File: config.mk
export PLATFORM = sky130hd
export DESIGN_NAME = irq_pin_ctrl
export DESIGN_NICKNAME = d
export VERILOG_FILES = /design/src/rtl/irq_pkg.sv /design/src/rtl/irq_capture.sv /design/src/rtl/irq_shaper.sv /design/src/rtl/irq_pin_mux.sv /design/src/rtl/irq_pin_ctrl.sv
export SDC_FILE = /design/constraint.sdc
export NUM_CORES = 1
export LEC_CHECK = 0
export BUFFER_PORTS_ARGS = -buffer_cell sky130_fd_sc_hd__buf_2
export CAP_MARGIN = 10
export CORE_ASPECT_RATIO = 2
export CORE_MARGIN = 1.5
export CORE_UTILIZATION = 36
export DETAILED_ROUTE_END_ITERATION = 6
export PLACE_DENSITY_LB_ADDON = 0.25
export SLEW_MARGIN = 20
export SYNTH_ARGS = -nofsm -noshare
export SYNTH_HDL_FRONTEND = slang
export SYNTH_SLANG_ARGS = --single-unit
File: constraint.sdc
create_clock -name clk -period 1.9 [get_ports clk]
set_input_delay 0.19 -clock clk [delete_from_list [all_inputs] [get_ports clk]]
set_output_delay 0.19 -clock clk [all_outputs]
set_load 0.1 [all_outputs]
File: src/rtl/irq_pkg.sv
package irq_pkg;

   // status/enable bit positions (decoded by software)
   localparam int unsigned NPOS    = 4;
   localparam int unsigned POS_TMR = 0;
   localparam int unsigned POS_ALM = 1;
   localparam int unsigned POS_CMP = 2;
   localparam int unsigned POS_CNV = 3;

   // register addresses
   localparam int unsigned ADDR_EN  = 0;
   localparam int unsigned ADDR_ST  = 1;
   localparam int unsigned ADDR_CFG = 2;
   localparam int unsigned ADDR_PIN = 3;

   // configuration register, bit 0 at the bottom
   typedef struct packed {
      logic gpio_oe;    // bit 6
      logic gpio_val;   // bit 5
      logic cmp_fall;   // bit 4
      logic gpio_mode;  // bit 3
      logic toggle;     // bit 2
      logic act_high;   // bit 1
      logic pulse;      // bit 0
   } cfg_t;

   localparam int unsigned CFG_W = $bits(cfg_t);

   typedef enum logic [1:0] {
      SH_IDLE = 2'd0,
      SH_ACT  = 2'd1,
      SH_TAIL = 2'd2
   } shp_state_e;

endpackage

File: src/rtl/irq_capture.sv
module irq_capture
   import irq_pkg::*;
#(
   parameter int unsigned NP = NPOS
) (
   input  logic          clk,
   input  logic          rst_n,
   input  logic          tmr_expire,
   input  logic          alarm_hit,
   input  logic          cmp_level,
   input  logic          conv_done,
   input  logic          fan_fault,
   input  logic          cmp_fall,
   input  logic [NP-1:0] clr_vec,
   input  logic [NP-1:0] en_vec,
   output logic [NP-1:0] status,
   output logic          fresh,
   output logic          pending
);

   logic          cmp_prev;
   logic          cmp_edge;
   logic [NP-1:0] evt;

   always_ff @(posedge clk or negedge rst_n) begin
      if (!rst_n) cmp_prev <= 1'b0;
      else        cmp_prev <= cmp_level;
   end

   assign cmp_edge = cmp_fall ? (cmp_prev & ~cmp_level) : (~cmp_prev & cmp_level);

   always_comb begin
      evt          = '0;
      evt[POS_TMR] = tmr_expire;
      evt[POS_ALM] = alarm_hit;
      evt[POS_CMP] = cmp_edge | fan_fault;
      evt[POS_CNV] = conv_done;
   end

   // one sticky flop per position; an event beats a clear
   for (genvar i = 0; i < NP; i++) begin : g_stat
      always_ff @(posedge clk or negedge rst_n) begin
         if (!rst_n)      status[i] <= 1'b0;
         else if (evt[i]) status[i] <= 1'b1;
         else if (clr_vec[i]) status[i] <= 1'b0;
      end
   end

   always_ff @(posedge clk or negedge rst_n) begin
      if (!rst_n) fresh <= 1'b0;
      else        fresh <= |(evt & en_vec);
   end

   assign pending = |(status & en_vec);

endmodule

File: src/rtl/irq_shaper.sv
module irq_shaper
   import irq_pkg::*;
#(
   parameter int unsigned PULSE_LEN = 4
) (
   input  logic clk,
   input  logic rst_n,
   input  logic run,
   input  logic pulse_mode,
   input  logic pending,
   input  logic fresh,
   output logic drive,
   output logic active
);

   localparam int unsigned CW = (PULSE_LEN > 1) ? $clog2(PULSE_LEN) : 1;
   localparam logic [CW-1:0] LAST = CW'(PULSE_LEN - 1);

   shp_state_e    st_q, st_n;
   logic [CW-1:0] cnt_q, cnt_n;
   logic          queued_q, queued_n;
   logic          start;

   assign start = pulse_mode ? fresh : pending;

   always_comb begin
      st_n     = st_q;
      cnt_n    = cnt_q;
      queued_n = queued_q;
      case (st_q)
         SH_IDLE: begin
            if (start) begin
               st_n     = SH_ACT;
               cnt_n    = '0;
               queued_n = 1'b0;
            end
         end
         SH_ACT: begin
            if (pulse_mode) begin
               if (fresh) queued_n = 1'b1;
               if (cnt_q == LAST) st_n = SH_TAIL;
               else               cnt_n = cnt_q + CW'(1);
            end else if (!pending) begin
               st_n = SH_TAIL;
            end
         end
         SH_TAIL: begin
            if (pulse_mode ? (queued_q | fresh) : pending) begin
               st_n     = SH_ACT;
               cnt_n    = '0;
               queued_n = 1'b0;
            end else begin
               st_n = SH_IDLE;
            end
         end
         default: st_n = SH_IDLE;
      endcase
      if (!run) begin
         st_n     = SH_IDLE;
         cnt_n    = '0;
         queued_n = 1'b0;
      end
   end

   always_ff @(posedge clk or negedge rst_n) begin
      if (!rst_n) begin
         st_q     <= SH_IDLE;
         cnt_q    <= '0;
         queued_q <= 1'b0;
      end else begin
         st_q     <= st_n;
         cnt_q    <= cnt_n;
         queued_q <= queued_n;
      end
   end

   assign drive  = (st_q != SH_IDLE);
   assign active = (st_q == SH_ACT);

endmodule

File: src/rtl/irq_pin_mux.sv
module irq_pin_mux
   import irq_pkg::*;
#(
   parameter int unsigned SYNC_STAGES = 2
) (
   input  logic clk,
   input  logic rst_n,
   input  cfg_t cfg,
   input  logic tmr_tick,
   input  logic shp_drive,
   input  logic shp_active,
   input  logic pin_in,
   output logic pin_oe,
   output logic pin_out,
   output logic pin_pull_hi,
   output logic pin_in_sync
);

   logic tog_q;
   logic act_lvl;

   assign act_lvl = cfg.act_high;

   always_ff @(posedge clk or negedge rst_n) begin
      if (!rst_n)           tog_q <= 1'b0;
      else if (!cfg.toggle) tog_q <= 1'b0;
      else if (tmr_tick)    tog_q <= ~tog_q;
   end

   always_comb begin
      if (cfg.gpio_mode) begin
         pin_oe  = cfg.gpio_oe;
         pin_out = cfg.gpio_val;
      end else if (cfg.toggle) begin
         pin_oe  = 1'b1;
         pin_out = tog_q ? act_lvl : ~act_lvl;
      end else begin
         pin_oe  = shp_drive;
         pin_out = shp_active ? act_lvl : ~act_lvl;
      end
   end

   assign pin_pull_hi = ~act_lvl;

   // input synchronizer: bypass or a chain of flops
   if (SYNC_STAGES == 0) begin : g_nosync
      assign pin_in_sync = pin_in;
   end else begin : g_sync
      logic [SYNC_STAGES-1:0] sh;
      for (genvar k = 0; k < SYNC_STAGES; k++) begin : g_st
         if (k == 0) begin : g_first
            always_ff @(posedge clk or negedge rst_n) begin
               if (!rst_n) sh[0] <= 1'b0;
               else        sh[0] <= pin_in;
            end
         end else begin : g_next
            always_ff @(posedge clk or negedge rst_n) begin
               if (!rst_n) sh[k] <= 1'b0;
               else        sh[k] <= sh[k-1];
            end
         end
      end
      assign pin_in_sync = sh[SYNC_STAGES-1];
   end

endmodule

File: src/rtl/irq_pin_ctrl.sv
module irq_pin_ctrl
   import irq_pkg::*;
#(
   parameter int unsigned AW          = 2,
   parameter int unsigned DW          = 8,
   parameter int unsigned PULSE_LEN   = 4,
   parameter int unsigned SYNC_STAGES = 2
) (
   input  logic          clk,
   input  logic          rst_n,
   input  logic          wr_en,
   input  logic [AW-1:0] wr_addr,
   input  logic [DW-1:0] wr_data,
   input  logic [AW-1:0] rd_addr,
   output logic [DW-1:0] rd_data,
   input  logic          tmr_expire,
   input  logic          alarm_hit,
   input  logic          cmp_level,
   input  logic          conv_done,
   input  logic          fan_fault,
   input  logic          pin_in,
   output logic          pin_oe,
   output logic          pin_out,
   output logic          pin_pull_hi
);

   if (AW < 2)         begin : g_bad_aw  $error("AW must be at least 2"); end
   if (DW < CFG_W)     begin : g_bad_dw  $error("DW must hold the config register"); end
   if (PULSE_LEN < 2)  begin : g_bad_pl  $error("PULSE_LEN must be at least 2"); end
   if (SYNC_STAGES > 4) begin : g_bad_ss $error("SYNC_STAGES must be 0 to 4"); end

   logic [NPOS-1:0] en_q;
   logic [NPOS-1:0] status_q;
   logic [NPOS-1:0] clr_vec;
   cfg_t            cfg_q;
   logic            fresh, pending, run;
   logic            shp_drive, shp_active, pin_in_sync;
   logic            unused_wr_hi;

   assign unused_wr_hi = ^wr_data;

   always_ff @(posedge clk or negedge rst_n) begin
      if (!rst_n) begin
         en_q  <= '0;
         cfg_q <= '0;
      end else if (wr_en) begin
         if (wr_addr == AW'(ADDR_EN))  en_q  <= wr_data[NPOS-1:0];
         if (wr_addr == AW'(ADDR_CFG)) cfg_q <= cfg_t'(wr_data[CFG_W-1:0]);
      end
   end

   assign clr_vec = (wr_en && wr_addr == AW'(ADDR_ST)) ? wr_data[NPOS-1:0] : '0;

   always_comb begin
      rd_data = '0;
      case (rd_addr)
         AW'(ADDR_EN):  rd_data[NPOS-1:0]  = en_q;
         AW'(ADDR_ST):  rd_data[NPOS-1:0]  = status_q;
         AW'(ADDR_CFG): rd_data[CFG_W-1:0] = cfg_q;
         AW'(ADDR_PIN): rd_data[0]         = pin_in_sync;
         default:       rd_data            = '0;
      endcase
   end

   irq_capture #(.NP(NPOS)) u_cap (
      .clk        (clk),
      .rst_n      (rst_n),
      .tmr_expire (tmr_expire),
      .alarm_hit  (alarm_hit),
      .cmp_level  (cmp_level),
      .conv_done  (conv_done),
      .fan_fault  (fan_fault),
      .cmp_fall   (cfg_q.cmp_fall),
      .clr_vec    (clr_vec),
      .en_vec     (en_q),
      .status     (status_q),
      .fresh      (fresh),
      .pending    (pending)
   );

   assign run = !cfg_q.gpio_mode && !cfg_q.toggle;

   irq_shaper #(.PULSE_LEN(PULSE_LEN)) u_shp (
      .clk        (clk),
      .rst_n      (rst_n),
      .run        (run),
      .pulse_mode (cfg_q.pulse),
      .pending    (pending),
      .fresh      (fresh),
      .drive      (shp_drive),
      .active     (shp_active)
   );

   irq_pin_mux #(.SYNC_STAGES(SYNC_STAGES)) u_pin (
      .clk         (clk),
      .rst_n       (rst_n),
      .cfg         (cfg_q),
      .tmr_tick    (tmr_expire & en_q[POS_TMR]),
      .shp_drive   (shp_drive),
      .shp_active  (shp_active),
      .pin_in      (pin_in),
      .pin_oe      (pin_oe),
      .pin_out     (pin_out),
      .pin_pull_hi (pin_pull_hi),
      .pin_in_sync (pin_in_sync)
   );

endmodule

==> run summary <==
Worst hold path startpoint: pin_in
Htree depth: 1
RSZ-0062 raised after global routing: false
Root Buffer: clkbuf_8
Depth of the worst register-to-register path: 4
Number of diodes: 0
DIE WIDTH: 44.8 um
Initial DRT Pass Iterations: 4
Synth top area share: 49.9%
Worst reg2reg startpoint: en_q[3]
Synthesized instance count: 118
Synth async-reset ratio: 100%
Count of cell types in the netlist: 30
Critical Path Start: u_shp.st_q[1]
Pin count of the biggest net entering global routing: 26
Initial Util: 37.1%
Buf/Inv on CP: 1
Final slew viol count: 0
Sequential element share of the synthesized area: 49.9%
Yosys reg bits: 25
Gp weighted congestion: 0.857
Setup TNS: 0 ns
Cell area after layout: 0.00151 sq mm
Max-Slew Margin vs Limit: 63.4%
Status: completed
F_max: 554 MHz
Remaining DRCs: 0
VDD IR max: 692 uV
Power consumption: 1.64 mW
Dpl cells: 175
WL/cell: 15.3 um
Max_cap viols: 0
Post-layout min period: 1.80 ns
Clock latency on the worst-skew pair: 0.27 ns
Mean Syn Cell Area: 10.6 sq um
Setup Skew: 0.00335 ns
Primary FF master, synth: dfrtp_1
Synth area leader: dfrtp_1
Core Region: 0.00338 sq mm
Ports: 32
DRT antenna net count: 0
TritonCTS buffer count: 3
Worst hold path class: primary input to flip-flop
Area contributors post-synth: dfrtp_1, mux2_2, nand2_1
Initial antenna violation count: 0
Grt total ovfl: 0
Final hold viol count: 0
Crit path kind: flip-flop to output pin
Crit path DAT: 1.61 ns
Crit-path leading delay family: flip-flops
Nets: 171
Reg clk slew, reported paths: 0.09 ns
CTS resizes: 0
Die ar.: 0.00387 sq mm
Number of flops mapped to enable cells by yosys: 0
Pwr dens: 1080 mW/mm^2
Via count: 1019
Mapped Area: 0.00125 sq mm
Wirelength, routed: 2760 um
Die Ht: 86.5 um
Total number of yosys warnings: 0
First-pass GRT wire length: 4690 um
Crit-path slowest cell: dfrtp_1
DR iter-0 viols: 33
TritonCTS Sinks: 25
R2R Setup Slk: 0.35 ns
R2R Path End: u_shp.queued_q
FP Rows: 30
Fin cells: 180
Number of global-route vias before repair: 1042
Crit. End Element: output pin
Synth Net Count: 140
Hold endpoint: u_pin.g_sync.sh[0]
Worst Hold Depth: 1
Dpl hpwl: 2190 um
Vias per inst: 5.66
CTS tree: yes
Final setup viols: 0
Period utilization: 94.9%
CP Launch Type: flip-flop
Crit-path max FO: 5
Layout cells sized above 1: 35.8%
Area Growth Syn to Fin: 20.2%
CTS max path bufs: 2
Crit-path cells: nand2b_1, o21ai_0, xnor2_1, mux2_2, buf_12
CP peak stage delay: 0.42 ns
PortBufs: 29
Critical Path RT: 1.71 ns
Placed cell area: 0.00145 sq mm
Leakage Power: 0.678 nW
Total Routing Usage GR: 16.2%
Least-Margin Pin Slew: 0.549 ns
routing by layer:
metal	up-vias	wire length (um)	global-route usage [%]
met2	29	1610	30.0
met4	0	30	5.79
li1	481	-	-
met5	-	0	0
met3	4	85	1.88
met1	505	1040	18.0
flip-flops by register name, indices dropped and copies added (netlist names):
| name | count |
|---|---|
| u_shp.queued_q | 1 |
| u_cap.fresh | 1 |
| u_pin.pin_in_sync | 1 |
| u_pin.tog_q | 1 |
| u_cap.status | 4 |
| u_pin.g_sync.sh | 1 |
| u_cap.cmp_prev | 1 |
| en_q | 4 |
| cfg_q | 7 |
| u_shp.st_q | 2 |
| u_shp.cnt_q | 2 |
Yosys cell counts, drive strengths merged (2+ instances only):
master  number
xnor2        2
a21o         4
mux2i        3
dfrtp       25
nor3         2
a21oi        4
and2         4
mux2        11
and3b        2
a31oi        2
a222oi       2
a211oi       2
nor2b        3
nand3b       3
o21ai        8
clkbuf       4
inv          3
nand2       22
nor3b        2
logic make-up after synthesis:
kind of cell | count (synthesis) | synth area share [%]
AO/OA/AOI/OAI | 25 | 14.1
buffers and inverters | 8 | 2.79
AND/OR/NAND/NOR | 41 | 16.6
multiplexers | 15 | 14.1
XOR/XNOR | 2 | 1.40
adder cells (fa/ha/maj) | 1 | 0.997
flip-flops | 25 | 49.9
other | 1 | 0.299
area by class of cell:
cell class,count,area [sq um]
Clock buffer,4,45.0
Fill cell,354,1870
Inverter,3,11.3
Multi-Input combinational cell,85,609
Sequential cell,25,626
Tap cell,32,40.0
Timing Repair Buffer,31,178
metrics by stage:
step	setup WS, ns	hold slack (ns)	utilization (%)
after global routing	0.0288	0.0123	44.7
after CTS	0.0881	0.0184	44.7
after floorplan	0.182	-0.106	-
after global placement	0.396	0.209	43.0
final	0.0961	0.0197	44.7
after detailed placement	0.388	0.224	43.0
worst register-to-register path, stage by stage (launching register included):
cell	delay, ns
dfrtp_1	0.42
a222oi_1	0.42
nand2_1	0.20
a211oi_2	0.25
a21boi_2	0.19
layout by cell type (no fill, tap or decap), drive strengths merged, types with 3 or more instances in the layout:
cell    instances
nand3b          3
buf            30
mux2i           3
nand2          22
mux2           11
clkbuf          4
and2            4
a21o            4
dfrtp          25
nor2b           3
o21ai           8
inv             3
a21oi           4
worst max path at each step:
| stage | end | slack, ns | cells past startpoint |
|---|---|---|---|
| 2_1_floorplan | rd_data[2] | 0.18 | 3 |
| 3_3_place_gp | pin_out | 0.40 | 5 |
| 3_5_place_dp | pin_out | 0.39 | 5 |
| 4_1_cts | pin_out | 0.09 | 5 |
| 5_1_grt | pin_out | 0.03 | 5 |
| 6_report | pin_out | 0.1 | 5 |
timing repair:
action | 4_1_cts | 5_1_grt
buffers inserted | 0 | 0
hold buffers | 1 | 0
endpoints found under the hold margin | 25 | 0
power breakdown:
group | switching [mW] | internal (mW) | total (mW)
clock network | 0.166 | 0.150 | 0.316
logic | 0.432 | 0.198 | 0.630
registers | 0.0885 | 0.601 | 0.690
No activity file was read; power rests on OpenSTA's default activity.
